`src/rtl/clkdiv_pkg.sv`:
```
package clkdiv_pkg;

    typedef enum logic [1:0] {
        SPD_SINGLE = 2'b00,
        SPD_DOUBLE = 2'b01,
        SPD_QUAD   = 2'b10,
        SPD_EXT    = 2'b11
    } speed_e;

    typedef struct packed {
        speed_e speed;
        logic   fast;
    } div_cfg_t;

    function automatic logic is_master(div_cfg_t c);
        return c.speed != SPD_EXT;
    endfunction

endpackage

```
`src/rtl/clkdiv_cfg_latch.sv`:
```
module clkdiv_cfg_latch
    import clkdiv_pkg::*;
(
    input  logic       clk_i,
    input  logic       rst_ni,
    input  logic [1:0] mode_i,
    input  logic       fast_i,
    output div_cfg_t   cfg_o,
    output logic       run_o
);

    typedef struct packed {
        div_cfg_t cfg;
        logic     run;
    } latch_t;

    latch_t s_d, s_q;

    // Pins are followed while reset is low and frozen once it is released.
    always_comb begin
        s_d     = s_q;
        s_d.run = rst_ni;
        if (!rst_ni) begin
            s_d.cfg.speed = speed_e'(mode_i);
            s_d.cfg.fast  = fast_i;
        end
    end

    always_ff @(posedge clk_i) begin
        s_q <= s_d;
    end

    assign cfg_o = s_q.cfg;
    assign run_o = s_q.run;

endmodule

```
`src/rtl/clkdiv_counter.sv`:
```
module clkdiv_counter
    import clkdiv_pkg::*;
#(
    parameter int LOG_BASE = 8,
    parameter int CNT_W    = LOG_BASE + 1,
    parameter int LPW      = $clog2(CNT_W + 1)
) (
    input  logic             clk_i,
    input  div_cfg_t         cfg_i,
    input  logic             run_i,
    output logic [CNT_W-1:0] cnt_o,
    output logic [LPW-1:0]   lp_o
);

    typedef struct packed {
        logic [CNT_W-1:0] cnt;
    } cnt_state_t;

    cnt_state_t       s_d, s_q;
    logic [LPW-1:0]   lp;
    logic [CNT_W-1:0] wrap_mask;

    // log2 of the frame period: base, reduced per speed step, raised by prescale
    always_comb begin
        lp        = LPW'(LOG_BASE) - LPW'(cfg_i.speed) + LPW'(cfg_i.fast);
        wrap_mask = (CNT_W'(1) << lp) - CNT_W'(1);
        s_d       = s_q;
        if (run_i && is_master(cfg_i)) begin
            s_d.cnt = (s_q.cnt + CNT_W'(1)) & wrap_mask;
        end else begin
            s_d.cnt = '0;
        end
    end

    always_ff @(posedge clk_i) begin
        s_q <= s_d;
    end

    assign cnt_o = s_q.cnt;
    assign lp_o  = lp;

endmodule

```
`src/rtl/clkdiv_edge_decode.sv`:
```
module clkdiv_edge_decode
    import clkdiv_pkg::*;
#(
    parameter int LOG_BITS = 6,
    parameter int CNT_W    = 9,
    parameter int LPW      = 4
) (
    input  logic [CNT_W-1:0] cnt_i,
    input  logic [LPW-1:0]   lp_i,
    input  div_cfg_t         cfg_i,
    input  logic             run_i,
    output logic             lrck_o,
    output logic             fall_o,
    output logic             rise_o
);

    logic             active;
    logic [LPW-1:0]   ld;
    logic [CNT_W-1:0] phase_mask;
    logic [CNT_W-1:0] phase;
    logic [CNT_W-1:0] half_bit;
    logic [CNT_W-1:0] frame_sh;

    always_comb begin
        active     = run_i && is_master(cfg_i);
        ld         = lp_i - LPW'(LOG_BITS);
        phase_mask = (CNT_W'(1) << ld) - CNT_W'(1);
        phase      = cnt_i & phase_mask;
        half_bit   = (ld == '0) ? '0 : (CNT_W'(1) << (ld - LPW'(1)));
        frame_sh   = cnt_i >> (lp_i - LPW'(1));
        lrck_o     = active && frame_sh[0];
        fall_o     = active && (phase == '0);
        rise_o     = active && (phase == half_bit);
    end

endmodule

```
`src/rtl/clkdiv_master.sv`:
```
module clkdiv_master
    import clkdiv_pkg::*;
#(
    parameter int BASE_SINGLE    = 256,
    parameter int BITS_PER_FRAME = 64
) (
    input  logic       mclk_i,
    input  logic       rst_ni,
    input  logic [1:0] mode_i,
    input  logic       fast_i,
    output logic       lrck_o,
    output logic       sclk_fall_o,
    output logic       sclk_rise_o,
    output logic       clk_drive_o
);

    localparam int LOG_BASE = $clog2(BASE_SINGLE);
    localparam int LOG_BITS = $clog2(BITS_PER_FRAME);
    localparam int CNT_W    = LOG_BASE + 1;
    localparam int LPW      = $clog2(CNT_W + 1);

    div_cfg_t         cfg;
    logic             run;
    logic [CNT_W-1:0] cnt;
    logic [LPW-1:0]   lp;

    clkdiv_cfg_latch i_cfg (
        .clk_i  (mclk_i),
        .rst_ni (rst_ni),
        .mode_i (mode_i),
        .fast_i (fast_i),
        .cfg_o  (cfg),
        .run_o  (run)
    );

    clkdiv_counter #(
        .LOG_BASE (LOG_BASE),
        .CNT_W    (CNT_W),
        .LPW      (LPW)
    ) i_cnt (
        .clk_i (mclk_i),
        .cfg_i (cfg),
        .run_i (run),
        .cnt_o (cnt),
        .lp_o  (lp)
    );

    clkdiv_edge_decode #(
        .LOG_BITS (LOG_BITS),
        .CNT_W    (CNT_W),
        .LPW      (LPW)
    ) i_dec (
        .cnt_i  (cnt),
        .lp_i   (lp),
        .cfg_i  (cfg),
        .run_i  (run),
        .lrck_o (lrck_o),
        .fall_o (sclk_fall_o),
        .rise_o (sclk_rise_o)
    );

    assign clk_drive_o = is_master(cfg);

endmodule

```
`config.mk`:
```
export PLATFORM = sky130hd
export DESIGN_NAME = clkdiv_master
export DESIGN_NICKNAME = d
export VERILOG_FILES = /design/src/rtl/clkdiv_pkg.sv /design/src/rtl/clkdiv_cfg_latch.sv /design/src/rtl/clkdiv_counter.sv /design/src/rtl/clkdiv_edge_decode.sv /design/src/rtl/clkdiv_master.sv
export SDC_FILE = /design/constraint.sdc
export NUM_CORES = 1
export LEC_CHECK = 0
export BUFFER_PORTS_ARGS = -buffer_cell sky130_fd_sc_hd__buf_2
export CAP_MARGIN = 25
export CORE_MARGIN = 4
export CORE_UTILIZATION = 35
export CTS_CLUSTER_SIZE = 30
export DETAILED_ROUTE_END_ITERATION = 10
export PLACE_DENSITY = 0.63
export SKIP_LAST_GASP = 1
export SYNTH_ARGS = -nofsm -noshare
export SYNTH_HDL_FRONTEND = slang
export SYNTH_SLANG_ARGS = --single-unit
```
`constraint.sdc`:
```
create_clock -name mclk_i -period 3.4 [get_ports mclk_i]
set_clock_uncertainty 0.15 [all_clocks]
set_input_delay 0.68 -clock mclk_i [delete_from_list [all_inputs] [get_ports mclk_i]]
set_output_delay 0.68 -clock mclk_i [all_outputs]
set_load 0.02 [all_outputs]
```
==> summary.md <==
| Metric | Value |
|---|---|
| Hold_sp | `i_cfg.run_o` |
| Clock Tree Buf Depth | `2` |
| Worst path slowest cell | `fa_2` |
| Num Clock Sinks | `13` |
| Largest stage delay on the critical path | `560 ps` |
| RSZ-0062 raised after global routing | `true` |
| Crit path cell chain | `ha_4 > inv_2 > fa_2 > buf_6 > mux2i_1 > and3_1 > o21ai_1 > nor4b_2 > buf_4` |
| Placed cells | `150` |
| Filler Cell Count | `248` |
| Fin util | `0.440` |
| Synth Instances | `111` |
| Peak Freq | `298 MHz` |
| Worst R2R Start | `i_cfg.cfg_o[1]` |
| Starting Density | `0.362` |
| Clk_lat worst skew | `280 ps` |
| Synth cell count leaders | `ha_1 (12), dfxtp_1 (10), nand2_1 (10)` |
| Fin crit share | `0.986` |
| Number of synthesized flops with an enable pin | `3` |
| Vias in the first global route | `782` |
| Area delta synth->final | `21.6%` |
| Largest cells by area after synthesis | `dfxtp_1 (20%), ha_1 (15%), edfxtp_1 (9.1%)` |
| Register area | `290 µm²` |
| Setup WS post-layout | `47.3 ps` |
| Fin. Hold Viols | `0` |
| CTS Buf Count | `3` |
| Synth warn | `0` |
| Gr ovfl total | `0` |
| CP required | `2570 ps` |
| DPL Wire Length | `1.55 mm` |
| Pwr dens | `371 nW/µm²` |
| Outcome | `complete, no violations` |
| WHS Endpoint | `i_cnt.cnt_o[1]` |
| # IOs | `9` |
| GRT Overall Usage | `0.127` |
| # port buffers | `8` |
| Worst Path Max Fanout | `3` |
| CTS tree | `built` |
| Core Rows | `19` |
| CP arrival | `2520 ps` |
| Worst Tran Pin Value | `318 ps` |
| DRC | `0` |
| Final Instance Area | `1200 µm²` |
| WS Path Type | `reg -> out` |
| Via density | `5.35` |
| First-pass DRT Iterations | `4` |
| Diodes inserted | `0` |
| Setup violators final | `0` |
| Critical R2R Capture | `i_cnt.cnt_o[8]` |
| FFs w/ async S/R, synth | `0` |
| Place WS | `89.1 ps` |
| Core Region | `2730 µm²` |
| Reg clk slew, reported paths | `80 ps` |
| Placer Congestion | `0.754` |
| Met3 usage | `0.0398` |
| GR Util met1 | `0.157` |
| Worst r2r path cells | `8` |
| Nets | `144` |
| Root buffer cell | `clkbuf_4` |
| Max transition margin | `0.788` |
| Synth Flop Type | `dfxtp_1` |
| Largest net degree at the start of global routing | `12` |
| Pins Over Slew Limit | `0` |
| Max IR drop VDD | `0.344 mV` |
| Max capacitance violation total | `0` |
| R2R Setup Slk | `1560 ps` |
| DR WL/cell | `13.5 µm` |
| Synthesized net count | `129` |
| Worst Setup Start Kind | `flop` |
| Yosys top cell by area | `dfxtp_1` |
| Placed cell areas | `1080 µm²` |
| Die Y | `61.1 µm` |
| Setup TNS | `0 ps` |
| Mapped cell area | `988 µm²` |
| Iteration-0 DRC count of the detailed router | `15` |
| #FFs+latches synth | `13` |
| Tot Pwr | `447 µW` |
| Detailed-route via count | `834` |
| Post-Syn Area per Cell | `8.90 µm²` |
| H-tree depth | `1` |
| Endpoint kind of the worst setup timing path | `output pin` |
| Hold Path Stages | `1` |
| Crit path time final | `3350 ps` |
| Min Hold Slack | `353 ps` |
| Gr busiest metal | `met2` |
| Die area | `3740 µm²` |
| Finished Layout Cells | `156` |
| Die span in x | `61.1 µm` |
| Seq/Total Area, Yosys | `0.294` |
| Drt total wl | `2.10 mm` |
| Hold Path Class | `reg -> reg` |
| First-pass GRT wire length | `3.53 mm` |
| Yosys top cell area share | `0.203` |
| Post-synthesis cell type count | `34` |
| Count leader, synth | `ha_1` |
| Area of the multi-input gates | `737 µm²` |
| Detail Route Antenna Nets | `0` |
| Met2 usage | `0.207` |
| Initial antenna violation count | `0` |
| Share of cells above drive strength 1 | `0.280` |
| Leak Pwr | `0.495 nW` |
[final cells by class]
cell class	instances	area share
Timing Repair Buffer	12	0.0687
Inverter	7	0.0219
Clock inverter	1	0.00416
Multi-Input combinational cell	89	0.613
Tap cell	31	0.0323
Clock buffer	3	0.0187
Sequential cell	13	0.241
[cells in the final DEF, fill, tap and decap left out, types with 2 or more instances in the layout]
master / count
nand2_1: 10
dfxtp_1: 10
ha_1: 8
nand3_1: 6
and3_1: 6
xnor2_1: 6
buf_2: 6
nor2_1: 5
nand2b_1: 4
nor2b_1: 4
inv_1: 4
xor2_1: 4
buf_4: 4
inv_2: 3
nand4_1: 3
o21ai_0: 3
o21ai_1: 3
nor3_1: 3
ha_4: 3
clkbuf_4: 3
edfxtp_1: 3
mux2i_1: 2
mux2i_2: 2
nor4b_2: 2
buf_6: 2
[logic make-up (layout without fill, tap and decap cells)]
group | Yosys count | after routing | synth area share
AO/OA/AOI/OAI | 13 | 13 | 0.0848
XOR/XNOR | 10 | 10 | 0.0886
adder cells (fa/ha/maj) | 13 | 13 | 0.172
buffers and inverters | 9 | 23 | 0.0354
flip-flops | 13 | 13 | 0.294
multiplexers | 4 | 4 | 0.0405
AND/OR/NAND/NOR | 49 | 49 | 0.285
[per-layer routing]
metal | share of wire | wire (µm)
met5 | 0 | 0
met4 | 0.016 | 34
met3 | 0.049 | 102
met2 | 0.49 | 1020
met1 | 0.45 | 940
[state kept, by name, indices dropped and copies added (netlist names)]
signal,flops
i_cfg.run_o,1
i_cnt.cnt_o,9
i_cfg.cfg_o,3
[how the worst max path moves through the flow]
stage                         from          end  slack [ps]  cells after the start
floorplan           i_cfg.cfg_o[1]       lrck_o           8                      9
detailed placement  i_cfg.cfg_o[1]  sclk_rise_o          90                     10
global placement    i_cfg.cfg_o[1]  sclk_rise_o         180                     10
global route        i_cfg.cfg_o[1]       lrck_o         -70                      9
CTS                 i_cfg.cfg_o[0]       lrck_o           5                     10
finish              i_cfg.cfg_o[1]       lrck_o          50                      9
[worst max-delay path: cells and delay by family, from the launching register on]
kind                       cells  cell delay [ps]
DFF                            1              440
and+or+nand+nor                2              340
adders and majority gates      2              850
muxes                          1              220
AOI/OAI and AO/OA              1               80
buffers and inverters          3              310
[power breakdown]
| group | internal, mW | total (mW) | leakage (nW) | switching [mW] |
|---|---|---|---|---|
| logic | 0.0863 | 0.179 | 0.367 | 0.0923 |
| clock network | 0.0436 | 0.0956 | 0.0177 | 0.0520 |
| registers | 0.164 | 0.172 | 0.111 | 0.00811 |
| total | 0.294 | 0.447 | 0.495 | 0.152 |
[repair_timing]
item	4_1_cts	5_1_grt
endpoints found under the setup margin	3	2
pin swaps	4	5
setup buffers	2	0
resized for setup	13	10
hold buffers	0	0
Power figures use the tool's default switching activity.
